<file path="src/rtl/uart_irq_pkg.sv">
package uart_irq_pkg;
  localparam int IRQ_W  = 13;
  localparam int LIVE_W = 14;

  localparam int B_RX_LVL  = 0;
  localparam int B_RX_EMP  = 1;
  localparam int B_RX_FUL  = 2;
  localparam int B_TX_EMP  = 3;
  localparam int B_TX_FUL  = 4;
  localparam int B_RX_OVR  = 5;
  localparam int B_FRAME   = 6;
  localparam int B_PARITY  = 7;
  localparam int B_TMO     = 8;
  localparam int B_MODEM   = 9;
  localparam int B_TX_LVL  = 10;
  localparam int B_TX_OVR  = 12;
  localparam int L_TX_LVL  = 13;

  typedef enum logic [2:0] {
    A_MSET   = 3'd0,
    A_MCLR   = 3'd1,
    A_MASK   = 3'd2,
    A_STICKY = 3'd3,
    A_RXTRIG = 3'd4,
    A_TXTRIG = 3'd5,
    A_TOCFG  = 3'd6,
    A_LIVE   = 3'd7
  } reg_addr_e;
endpackage

</file>
<file path="src/rtl/uart_irq_live.sv">
module uart_irq_live
  import uart_irq_pkg::*;
#(
  parameter int FIFO_DEPTH = 64,
  parameter int CNT_W      = $clog2(FIFO_DEPTH + 1)
) (
  input  logic [CNT_W-1:0]  rx_count,
  input  logic [CNT_W-1:0]  tx_count,
  input  logic [CNT_W-1:0]  rx_trig,
  input  logic [CNT_W-1:0]  tx_trig,
  output logic [LIVE_W-1:0] live
);
  localparam logic [CNT_W-1:0] FULL = CNT_W'(FIFO_DEPTH);

  always_comb begin
    live           = '0;
    live[B_RX_LVL] = (rx_count >= rx_trig);
    live[B_RX_EMP] = (rx_count == '0);
    live[B_RX_FUL] = (rx_count == FULL);
    live[B_TX_EMP] = (tx_count == '0);
    live[B_TX_FUL] = (tx_count == FULL);
    live[L_TX_LVL] = (tx_count >= tx_trig);
  end
endmodule

</file>
<file path="src/rtl/uart_irq_rxto.sv">
module uart_irq_rxto #(
  parameter int CT_W  = 8,
  parameter int TMR_W = CT_W + 2
) (
  input  logic            clk,
  input  logic            rst,
  input  logic            rx_char,
  input  logic            baud_tick,
  input  logic [CT_W-1:0] char_time,
  output logic            expire
);
  logic [TMR_W-1:0] cnt_q;
  logic             armed_q;

  // Expiry on the tick that exhausts the count; a new character wins.
  assign expire = armed_q && baud_tick && !rx_char && (cnt_q <= TMR_W'(1));

  always_ff @(posedge clk) begin
    if (rst) begin
      cnt_q   <= '0;
      armed_q <= 1'b0;
    end else if (rx_char) begin
      cnt_q   <= {char_time, 2'b00};
      armed_q <= 1'b1;
    end else if (armed_q && baud_tick) begin
      if (cnt_q <= TMR_W'(1)) begin
        cnt_q   <= '0;
        armed_q <= 1'b0;
      end else begin
        cnt_q <= cnt_q - TMR_W'(1);
      end
    end
  end
endmodule

</file>
<file path="src/rtl/uart_irq_regs.sv">
module uart_irq_regs
  import uart_irq_pkg::*;
#(
  parameter int CNT_W    = 7,
  parameter int DATA_W   = 32,
  parameter int TO_W     = 8,
  parameter int TRIG_RST = 32
) (
  input  logic              clk,
  input  logic              rst,
  input  logic              wr_en,
  input  logic [2:0]        wr_addr,
  input  logic [DATA_W-1:0] wr_data,
  input  logic [2:0]        rd_addr,
  input  logic [IRQ_W-1:0]  set_vec,
  input  logic [LIVE_W-1:0] live,
  output logic [IRQ_W-1:0]  mask_q,
  output logic [IRQ_W-1:0]  sticky_q,
  output logic [CNT_W-1:0]  rx_trig_q,
  output logic [CNT_W-1:0]  tx_trig_q,
  output logic [TO_W-1:0]   tocfg_q,
  output logic [DATA_W-1:0] rd_data,
  output logic              irq
);
  logic [IRQ_W-1:0] wbits, clr_vec, mask_n, sticky_n;
  reg_addr_e        waddr, raddr;

  assign waddr = reg_addr_e'(wr_addr);
  assign raddr = reg_addr_e'(rd_addr);
  assign wbits = wr_data[IRQ_W-1:0];

  always_comb begin
    clr_vec  = (wr_en && waddr == A_STICKY) ? wbits : '0;
    sticky_n = (sticky_q & ~clr_vec) | set_vec;
    mask_n   = mask_q;
    if (wr_en && waddr == A_MSET) mask_n = mask_q | wbits;
    if (wr_en && waddr == A_MCLR) mask_n = mask_q & ~wbits;
  end

  always_ff @(posedge clk) begin
    if (rst) begin
      mask_q    <= '0;
      sticky_q  <= '0;
      rx_trig_q <= CNT_W'(TRIG_RST);
      tx_trig_q <= CNT_W'(TRIG_RST);
      tocfg_q   <= '0;
      irq       <= 1'b0;
    end else begin
      mask_q   <= mask_n;
      sticky_q <= sticky_n;
      irq      <= |(mask_n & sticky_n);
      if (wr_en && waddr == A_RXTRIG) rx_trig_q <= wr_data[CNT_W-1:0];
      if (wr_en && waddr == A_TXTRIG) tx_trig_q <= wr_data[CNT_W-1:0];
      if (wr_en && waddr == A_TOCFG)  tocfg_q   <= wr_data[TO_W-1:0];
    end
  end

  always_ff @(posedge clk) begin
    if (rst) begin
      rd_data <= '0;
    end else begin
      unique case (raddr)
        A_MSET, A_MCLR, A_MASK: rd_data <= DATA_W'(mask_q);
        A_STICKY: rd_data <= DATA_W'(sticky_q);
        A_RXTRIG: rd_data <= DATA_W'(rx_trig_q);
        A_TXTRIG: rd_data <= DATA_W'(tx_trig_q);
        A_TOCFG:  rd_data <= DATA_W'(tocfg_q);
        A_LIVE:   rd_data <= DATA_W'(live);
        default:  rd_data <= '0;
      endcase
    end
  end
endmodule

</file>
<file path="src/rtl/uart_irq_ctrl.sv">
module uart_irq_ctrl
  import uart_irq_pkg::*;
#(
  parameter int FIFO_DEPTH = 64,
  parameter int CNT_W      = $clog2(FIFO_DEPTH + 1),
  parameter int CT_W       = 8,
  parameter int DATA_W     = 32,
  parameter int TO_W       = 8,
  parameter int TRIG_RST   = 32
) (
  input  logic              clk,
  input  logic              rst,
  input  logic [CNT_W-1:0]  rx_count,
  input  logic [CNT_W-1:0]  tx_count,
  input  logic              rx_char,
  input  logic              baud_tick,
  input  logic [CT_W-1:0]   char_time,
  input  logic              ev_rx_ovr,
  input  logic              ev_frame,
  input  logic              ev_parity,
  input  logic              ev_modem,
  input  logic              ev_tx_ovr,
  input  logic              wr_en,
  input  logic [2:0]        wr_addr,
  input  logic [DATA_W-1:0] wr_data,
  input  logic [2:0]        rd_addr,
  output logic [DATA_W-1:0] rd_data,
  output logic              irq
);
  logic [LIVE_W-1:0] live;
  logic [IRQ_W-1:0]  set_vec, mask_q, sticky_q;
  logic [CNT_W-1:0]  rx_trig_q, tx_trig_q;
  logic [TO_W-1:0]   tocfg_q;
  logic              tmo_expire;

  uart_irq_live #(.FIFO_DEPTH(FIFO_DEPTH), .CNT_W(CNT_W)) live_i (
    .rx_count(rx_count), .tx_count(tx_count),
    .rx_trig(rx_trig_q), .tx_trig(tx_trig_q), .live(live)
  );

  uart_irq_rxto #(.CT_W(CT_W)) rxto_i (
    .clk(clk), .rst(rst), .rx_char(rx_char), .baud_tick(baud_tick),
    .char_time(char_time), .expire(tmo_expire)
  );

  // Live bits 0..4 keep their position; the rest are remapped or events.
  always_comb begin
    set_vec                        = '0;
    set_vec[B_TX_FUL:B_RX_LVL]     = live[B_TX_FUL:B_RX_LVL];
    set_vec[B_TX_LVL]              = live[L_TX_LVL];
    set_vec[B_RX_OVR]              = ev_rx_ovr;
    set_vec[B_FRAME]               = ev_frame;
    set_vec[B_PARITY]              = ev_parity;
    set_vec[B_MODEM]               = ev_modem;
    set_vec[B_TX_OVR]              = ev_tx_ovr;
    set_vec[B_TMO]                 = tmo_expire && (tocfg_q != '0);
  end

  uart_irq_regs #(
    .CNT_W(CNT_W), .DATA_W(DATA_W), .TO_W(TO_W), .TRIG_RST(TRIG_RST)
  ) regs_i (
    .clk(clk), .rst(rst), .wr_en(wr_en), .wr_addr(wr_addr),
    .wr_data(wr_data), .rd_addr(rd_addr), .set_vec(set_vec), .live(live),
    .mask_q(mask_q), .sticky_q(sticky_q), .rx_trig_q(rx_trig_q),
    .tx_trig_q(tx_trig_q), .tocfg_q(tocfg_q), .rd_data(rd_data), .irq(irq)
  );
endmodule

</file>
<file path="config.mk">
export PLATFORM = sky130hd
export DESIGN_NAME = uart_irq_ctrl
export DESIGN_NICKNAME = d
export VERILOG_FILES = /design/src/rtl/uart_irq_pkg.sv /design/src/rtl/uart_irq_live.sv /design/src/rtl/uart_irq_rxto.sv /design/src/rtl/uart_irq_regs.sv /design/src/rtl/uart_irq_ctrl.sv
export SDC_FILE = /design/constraint.sdc
export NUM_CORES = 1
export LEC_CHECK = 0
export BUFFER_PORTS_ARGS = -buffer_cell sky130_fd_sc_hd__clkbuf_2
export CAP_MARGIN = 20
export CORE_AREA = 2 2 101 103
export CTS_CLUSTER_SIZE = 16
export DETAILED_ROUTE_END_ITERATION = 16
export DIE_AREA = 0 0 103 105
export GPL_TIMING_DRIVEN = 0
export PLACE_DENSITY_LB_ADDON = 0.12
export SLEW_MARGIN = 30
export SYNTH_ARGS = -nofsm -noshare
export SYNTH_HDL_FRONTEND = slang
export SYNTH_SLANG_ARGS = --single-unit
export TNS_END_PERCENT = 50
</file>
<file path="constraint.sdc">
create_clock -name clk -period 3.3 [get_ports clk]
set_input_delay 0.495 -clock clk [delete_from_list [all_inputs] [get_ports clk]]
set_output_delay 0.495 -clock clk [all_outputs]
set_load 0.1 [all_outputs]
</file>
==> out/qor.yml, run 1 <==
run_status:
  status: "completed"
grt:
  grt_pass1_vias: 3547
  grt_pass1_wl_um: 18460
  grt_usage_pct: 22.29
  grt_max_degree: 13
  overflow: 0
  antenna_found_initial: 0
sta:
  hold_viol: 0
  period_share_pct: 74.91
  setup_viol: 0
  fmax_mhz: 404.6
  rsz0062_at_grt: "false"
  min_period_ns: 2.472
  hold_slack_ns: 0.3748
  worst_pin_slew_ns: 0.7480
  maxSlewViolCount: 0
  finClkSkew_ns: 0.01465
  fin_tns_setup_ns: 0
  maxSlewHeadroom_pct: 49.75
synthesis:
  yosys_warnings: 0
  yosysUniqueCellTypes: 61
  syn_area_per_cell_um2: 7.903
  synth_area_leaders: "dfxtp_1, nor2_1, a21oi_1"
  synth-seq-cells: 74
  yosysSeqAreaShare_pct: 36.83
  synth_top_area_share_pct: 36.83
  ys.flop_type: "dfxtp_1"
  synth_top_cell_by_area: "dfxtp_1"
  synthArstFlopShare_pct: 0
  synth_area_um2: 4023
  syn-instance-count: 509
  synth_edf_count: 0
final_layout:
  drive_gt1_share_pct: 18.27
  final_util_pct: 49.36
  antenna_cells: 0
  area_growth_pct: 18.29
  fin_nets: 683
  layout.cells.non_filler: 735
critical_path:
  required_ns: 3.51
  worst-path-max-fanout: 3
  crit_path_top_delay_cell: "a211oi_1"
  arrival_ns: 2.68
  critical_path_class: "flip-flop to flip-flop"
  startpoint_type: "flip-flop"
  path_cells: "ha_1, nand2b_1, a211o_1, a211oi_1, a21oi_1, nor4b_1, a31oi_1"
  worst_setup_path_end_kind: "flip-flop"
  max_stage_delay_ns: 0.49
cts:
  clock-sinks: 74
  clk_latency_ns: 0.35
  ctsHoldBuffers: 0
  cts_resized: 0
  post_cts_buffers: 0
  cts_root_buf: "clkbuf_8"
  clkSlewWorstSetupHoldPaths_ns: 0.08
  cts_buffers: 9
  h-tree-depth: 3
  clk_path_buf_depth: 2
  cts_tree: "yes"
power:
  p_seq_share_pct: 43.8
  pwr-share-clk_pct: 33.7
  p_total_mw: 2.172
  switchingPower_mw: 0.7120
  p_int_mw: 1.460
  powerDensity_nw_per_um2: 456.4
  switching_share_pct: 32.78
  leakage_nw: 2.037
  pwr-share-comb_pct: 22.5
  peakVddDrop_mv: 0.1790
drt:
  avgViaCountPerCell: 5.234
  remaining_drc_errors: 0
  vias: 3847
  drt-initial-drc-count: 293
  drt_first_pass_iters: 6
  ant_nets: 0
  drt-total-wl_um: 11720
  wl_per_cell_um: 15.94
floorplanning:
  initial_core_util_pct: 41.73
  die_h_um: 105
  die_x_um: 103
  core_area_um2: 9639
  dieArea_um2: 10820
  rows: 36
  ioPinCount: 103
run:
  cap_violations: 0
placement:
  globalplace.congestion: 0.8873
  hpwlAfterDp_um: 8755
  placed_cells_incl_taps: 719
  io_buffer_count: 60
min_path:
  worstHoldPathType: "input pin to flip-flop"
## logic make-up after synthesis
kind of cell | share of synthesized area, %
mux | 3.732
simple gates | 25.38
buf+inv | 8.553
flops | 36.83
xor+xnor | 0.6533
other cells | 0.09322
compound gates | 19.78
fa+ha+maj | 4.977
## cells in the mapped netlist (all sizes together) (2+ instances only)
cell type and n:
a31o 4, o211ai 2, o22ai 6, o21ai 14, xor2 2, and4b 2
nor4b 2, o221ai 3, a211o 4, a21oi 48, nor4 7, a21o 4
a22oi 3, ha 16, nor3b 7, and3b 3, nor3 21, nand2b 11
a31oi 4, inv 23, nand2 38, a32oi 2, nand3 7, buf 25
a211oi 6, mux2i 15, and3 2, dfxtp 74, nor2 85, nor2b 8
and2 4, clkbuf 22, or3 3, a21boi 7, nand4 4, a221oi 5
## flip-flops by register name, indices dropped and copies added, names as in the netlist
name / flops
regs_i.irq: 1
rxto_i.cnt_q: 10
regs_i.sticky_q: 13
regs_i.tocfg_q: 8
regs_i.rd_data: 14
regs_i.tx_trig_q: 7
regs_i.rx_trig_q: 7
rxto_i.armed_q: 1
regs_i.mask_q: 13
## area by class of cell
class | count | area [um^2]
Buffer | 47 | 257.7
Clock buffer | 12 | 155.1
Clock inverter | 4 | 50.05
Fill cell | 1006 | 4881
Inverter | 23 | 86.33
Multi-Input combinational cell | 382 | 2261
Sequential cell | 74 | 1481
Tap cell | 133 | 166.4
Timing Repair Buffer | 60 | 300.3
## worst paths after layout
path              cells past startpoint  slack (ns)           startpoint            endpoint
setup / recovery                      7        0.83  regs_i.rx_trig_q[0]          regs_i.irq
hold / removal                        3        0.37             ev_frame  regs_i.sticky_q[6]
setup reg to reg                      7        0.83  regs_i.rx_trig_q[0]          regs_i.irq
hold reg to reg                       2        0.48    regs_i.tocfg_q[5]   regs_i.tocfg_q[5]
## critical path: cells and delay by family, from the launching register on
family / cells / cell delay (ns)
compound gates: 4 / 1.09
simple gates: 2 / 0.56
flops: 1 / 0.42
fa+ha+maj: 1 / 0.26
## metal layers
metal  global-route usage, %  share of wire [%]  wire length [um]  vias up
met5                       0                  0                 0        -
met4                   7.801                1.8               214        0
met3                   3.545                4.9               569       24
met2                   33.63                 46              5405      118
met1                   31.94                 47              5525     1770
li1                        -                  -                 -     1935
## per-stage QoR
stage	instance area [um^2]	setup WS (ns)
2_1_floorplan	4086	1.172
3_3_place_gp	4553	0.5635
3_5_place_dp	4553	0.5672
4_1_cts	4758	0.7946
5_1_grt	4758	0.6726
6_report	4758	0.8281
## cells in the final DEF, fill, tap and decap left out, types with 4 or more instances in the layout
master    netlist  routed
nand2b_1       11      11
a21boi_0        7       7
a21oi_1        48      48
nor2_1         85      85
o22ai_1         6       6
conb_1          1      18
a31o_2          4       4
a211oi_1        6       6
o21ai_0        11      11
a221oi_1        4       4
buf_4          18      18
a211o_1         4       4
clkbuf_8        0      11
nand4_1         4       4
nor2b_1         8       8
nor4_1          6       6
clkbuf_1       22      23
nor3b_1         6       6
nand3_1         7       7
dfxtp_1        74      74
inv_1          23      23
mux2i_1        15      15
nor3_1         21      21
clkbuf_2        0      60
nand2_1        38      38
buf_2           5       5
a31oi_1         4       4
and2_1          4       4
a21o_1          4       4
ha_1           16      16
## power groups by stage
| stage | Clock, mW | Combinational, mW | Sequential [mW] |
|---|---|---|---|
| after global routing | 0.789 | 0.526 | 0.956 |
| after detailed placement | 0 | 0.485 | 0.972 |
| after floorplan | 0 | 0.303 | 1.03 |
| final | 0.732 | 0.488 | 0.952 |
| after CTS | 0.742 | 0.486 | 0.951 |
| after global placement | 0 | 0.481 | 0.971 |
Power figures use the tool's default switching activity.
==> run 2: changes to the inputs <==
- clock period: 3.3 -> 2.3 ns (I/O delays scaled with it)
==> run 2 against run 1 <==
- utilization increased by 0.25 points
- fmax rose by 13%
- hold slack got worse by 0.15 ns
- final cell count is the same
- via count increased by 0.55%
==> out/qor.yml, run 2 (synthesis gave the netlist of run 1 again) <==
floorplanning:
  dieArea_um2: 10820
  ioPinCount: 103
  rows: 36
  core_area_um2: 9639
  initial_core_util_pct: 41.73
  die_h_um: 105
  die_x_um: 103
critical_path:
  r2r-start: "regs_i.rx_trig_q[0]"
  r2r-end: "regs_i.irq"
  startpoint_type: "flip-flop"
  required_ns: 2.51
  arrival_ns: 2.40
  r2r_slack_ns: 0.11
  worst_setup_path_end_kind: "flip-flop"
  worst-path-max-fanout: 3
  critical_path_class: "flip-flop to flip-flop"
  reg2reg_depth: 7
placement:
  io_buffer_count: 60
  hpwlAfterDp_um: 8755
  globalplace.congestion: 0.8873
  post-place-ws_ns: -0.2828
grt:
  grt_max_degree: 13
  grt_pass1_wl_um: 18500
  grt_usage_pct: 22.35
  overflow: 0
  grt_pass1_vias: 3554
  antenna_found_initial: 0
sta:
  setup_viol: 0
  finClkSkew_ns: 0.01417
  maxSlewViolCount: 0
  fin_tns_setup_ns: 0
  fin_ws_ns: 0.1071
  hold_viol: 0
  hold_slack_ns: 0.2259
  period_share_pct: 95.34
  min_period_ns: 2.193
  rsz0062_at_grt: "false"
  worst_pin_slew_ns: 0.6683
  fmax_mhz: 456.0
  maxSlewHeadroom_pct: 55.45
run_status:
  status: "completed"
cts:
  clkSlewWorstSetupHoldPaths_ns: 0.08
  ctsHoldBuffers: 0
  cts_buffers: 9
  h-tree-depth: 3
  clock-sinks: 74
  cts_root_buf: "clkbuf_8"
  clk_latency_ns: 0.35
  clk_path_buf_depth: 2
  post_cts_buffers: 0
  cts_tree: "yes"
power:
  powerDensity_nw_per_um2: 652.5
  peakVddDrop_mv: 0.2540
  leakage_nw: 2.045
drt:
  ant_nets: 0
  drt-total-wl_um: 11710
  vias: 3868
  remaining_drc_errors: 0
  avgViaCountPerCell: 5.263
  wl_per_cell_um: 15.94
  drt_first_pass_iters: 5
  drt-initial-drc-count: 277
run:
  cap_violations: 0
final_layout:
  multi_input_area_um2: 2285
  drive_gt1_share_pct: 18.77
  largest_reg_flops: 14
  area_growth_pct: 18.88
  final_cell_mix: "nor2_1, dfxtp_1, clkbuf_2"
  fin_nets: 683
  fill_cells: 1001
  seq_area_um2: 1481
  antenna_cells: 0
  reg.largest.list: "regs_i.rd_data x14, regs_i.mask_q x13, regs_i.sticky_q x13"
  final_util_pct: 49.61
  final_common_cell: "nor2_1"
  top_register: "regs_i.rd_data"
min_path:
  whs_path_depth: 3
  min_to: "regs_i.sticky_q[6]"
  worstHoldPathType: "input pin to flip-flop"
  min_from: "ev_frame"
==> run 2: worst max path at each step <==
stage	start	end	slack [ns]
after floorplan	rx_count[0]	regs_i.irq	0.32
after CTS	regs_i.rx_trig_q[0]	regs_i.irq	0.03
after global routing	regs_i.rx_trig_q[0]	regs_i.irq	0.02
after global placement	rx_count[0]	regs_i.irq	-0.29
after detailed placement	rx_count[0]	regs_i.irq	-0.28
final	regs_i.rx_trig_q[0]	regs_i.irq	0.11
==> run 2: layout make-up <==
| type | count | area share [%] |
|---|---|---|
| multi-input cells | 382 | 47.78 |
| flip-flops and latches | 74 | 30.98 |
| repair buffers | 60 | 6.279 |
| plain buffers | 47 | 5.390 |
| well taps | 133 | 3.480 |
| clock buffers | 12 | 3.244 |
| inverters | 23 | 1.805 |
| clock inverters | 4 | 1.047 |
==> run 2: repair_timing <==
action,4_1_cts,5_1_grt
setup endpoints to repair,1,3
pin swaps,0,1
gates resized for setup,2,2
==> run 2: worst max-delay path, cell delays in order (launching register included) <==
cell	delay, ns
dfxtp_1	0.42
ha_1	0.26
nand2b_1	0.14
a211o_1	0.34
a211oi_4	0.32
a21oi_1	0.13
nor4b_2	0.31
a31oi_1	0.14
==> run 2: stage by stage <==
stage	power (mW)	instance area [um^2]	instances
final	3.120	4782	735
after CTS	3.131	4770	735
after floorplan	1.917	4086	526
after detailed placement	2.091	4553	719
after global placement	2.083	4553	719
after global routing	3.265	4782	735
==> run 2: power by group <==
| part | switching [mW] | internal (mW) |
|---|---|---|
| sequential | 0.0337 | 1.33 |
| combinational | 0.500 | 0.207 |
| clock | 0.489 | 0.559 |
==> run 2: layer usage <==
metal  track usage, %  routed length (um)  share of wire [%]  vias to the layer above
li1                 -                   -                  -                     1930
met1            31.90                5415                 46                     1794
met2            33.86                5476                 47                      123
met3            3.545                 624                5.3                       21
met4            7.801                 197                1.7                        0
met5                0                   0                  0                        -
==> run 3: changes to the inputs <==
- CORE_AREA: 2 2 101 103 -> 2 2 107 98
- DIE_AREA: 0 0 103 105 -> 0 0 109 100
- TNS_END_PERCENT: 50 -> unset
==> run 3 against run 2 <==
- clock power is essentially flat
- clock-buffer cell count shrank 2
- sequential power is essentially flat
- fmax grew 1.7%
- clock skew is essentially flat
- combinational power grew 0.7%
- utilization shrank 1.7 points
- via count grew 2.3%
- wire length grew 2.9%
- global-route usage grew 0.67 points
- first-iteration DRC count grew 3.2%
- cell area shrank 0.31%
- critical path type unchanged
- largest cell class unchanged
- highest routed layer unchanged
==> out/qor.yml, run 3 (synthesis gave the netlist of run 1 again) <==
run_status:
  status: "completed"
cts:
  clk_path_buf_depth: 2
  cts_tree: "yes"
  cts_root_buf: "clkbuf_8"
  post_cts_buffers: 0
  clk_latency_ns: 0.36
  cts_buffers: 9
  ctsHoldBuffers: 0
  clock-sinks: 74
  h-tree-depth: 3
  clkSlewWorstSetupHoldPaths_ns: 0.09
drt:
  ant_nets: 0
  vias: 3957
  avgViaCountPerCell: 5.413
  wl_per_cell_um: 16.50
  drt_first_pass_iters: 5
  wl_met2_um: 5342
  remaining_drc_errors: 0
  drt-total-wl_um: 12060
  wl_met1_um: 5518
  drt-initial-drc-count: 286
  wl_met3_um: 953
  dr.max_layer_used: "met4"
final_layout:
  area_growth_pct: 18.51
  final_common_cell: "nor2_1"
  top_register: "regs_i.rd_data"
  layout.cell_area.non_filler_um2: 4767
  antenna_cells: 0
  reg.largest.list: "regs_i.rd_data x14, regs_i.mask_q x13, regs_i.sticky_q x13"
  fin_nets: 683
  largest_reg_flops: 14
  drive_gt1_share_pct: 18.94
  fill_cells: 985
  final_cell_mix: "nor2_1, dfxtp_1, clkbuf_2"
placement:
  hpwlAfterDp_um: 8826
  globalplace.congestion: 0.9151
  place_area_um2: 4548
  io_buffer_count: 60
sta:
  fmax_mhz: 464.0
  min_period_ns: 2.155
  rsz0062_at_grt: "false"
  hold_viol: 0
  hold_slack_ns: 0.2139
  fin_tns_setup_ns: 0
  worst_pin_slew_ns: 0.7362
  setup_viol: 0
  maxSlewHeadroom_pct: 50.92
  period_share_pct: 93.71
  finClkSkew_ns: 0.01433
  maxSlewViolCount: 0
floorplanning:
  die_h_um: 100
  die_x_um: 109
  rows: 35
  dieArea_um2: 10900
  core_area_um2: 9941
  initial_core_util_pct: 40.47
  ioPinCount: 103
critical_path:
  path_cells: "ha_1, nand2b_1, a211o_1, a211oi_4, a21oi_1, nor4b_2, a31oi_1"
  startpoint_type: "flip-flop"
  required_ns: 2.53
  worst_setup_path_end_kind: "flip-flop"
  max_stage_delay_ns: 0.39
  crit_path_top_delay_cell: "dfxtp_2"
  worst-path-max-fanout: 3
  arrival_ns: 2.38
  critical_path_class: "flip-flop to flip-flop"
power:
  peakVddDrop_mv: 0.3958
  powerDensity_nw_per_um2: 652.0
  leakage_nw: 2.035
grt:
  antenna_found_initial: 0
  grt_pass1_wl_um: 18930
  grt_max_degree: 14
  grt_pass1_vias: 3614
  grt_usage_pct: 23.02
  overflow: 0
min_path:
  worstHoldPathType: "input pin to flip-flop"
run:
  cap_violations: 0
run 3: cell count changes in the layout (fill, tap and decap cells not counted):
cell        change
dfxtp_1         -1
clkinvlp_4      +1
inv_6           +1
dfxtp_2         +1
clkbuf_8        -2
run 3: metal layers:
layer	global-route usage, %	vias to the layer above
met2	35.45	167
met5	0	-
li1	-	1928
met3	4.675	17
met1	32.06	1845
met4	7.791	0
run 3: stage by stage:
step,total power [mW],util (%),std cells,setup WS [ns]
after CTS,3.115,47.89,731,0.03372
after global placement,2.086,45.75,715,-0.2871
after floorplan,1.917,-,526,0.3218
after global routing,3.237,47.95,731,0.04569
final,3.108,47.95,731,0.1447
after detailed placement,2.094,45.75,715,-0.3326
run 3: worst max-delay path, delay by kind of cell (launching register included):
family / cells / cell delay, ns
AOI/OAI and AO/OA: 4 / 0.92
DFF: 1 / 0.39
adders and majority gates: 1 / 0.24
and+or+nand+nor: 2 / 0.47
run 3: where the power goes:
group	leakage, nW	switching [mW]	internal, mW
sequential	0.605	0.0342	1.33
clock	0.0889	0.527	0.503
combinational	1.34	0.505	0.207
run 3: final timing paths:
path / from / end / slack, ns / cells past startpoint
worst min register to register: regs_i.tocfg_q[5] / regs_i.tocfg_q[5] / 0.48 / 2
worst max register to register: regs_i.rx_trig_q[0] / regs_i.irq / 0.14 / 7
worst max-delay path: regs_i.rx_trig_q[0] / regs_i.irq / 0.14 / 7
worst min-delay path: wr_data[11] / regs_i.sticky_q[11] / 0.21 / 2
run 3: final cells by class:
class                           count  area, um^2  area share (%)
Clock inverter                      6       66.31           1.391
Sequential cell                    74        1483           31.10
Tap cell                          129       161.4           3.386
Clock buffer                       10       127.6           2.677
Inverter                           23       86.33           1.811
Buffer                             47       257.7           5.407
Timing Repair Buffer               60       300.3           6.299
Multi-Input combinational cell    382        2285           47.93
run 3: timing repair:
item	4_1_cts	5_1_grt
setup endpoints to repair	1	3
pin swaps	0	1
gates cloned	0	0
resized for setup	3	2
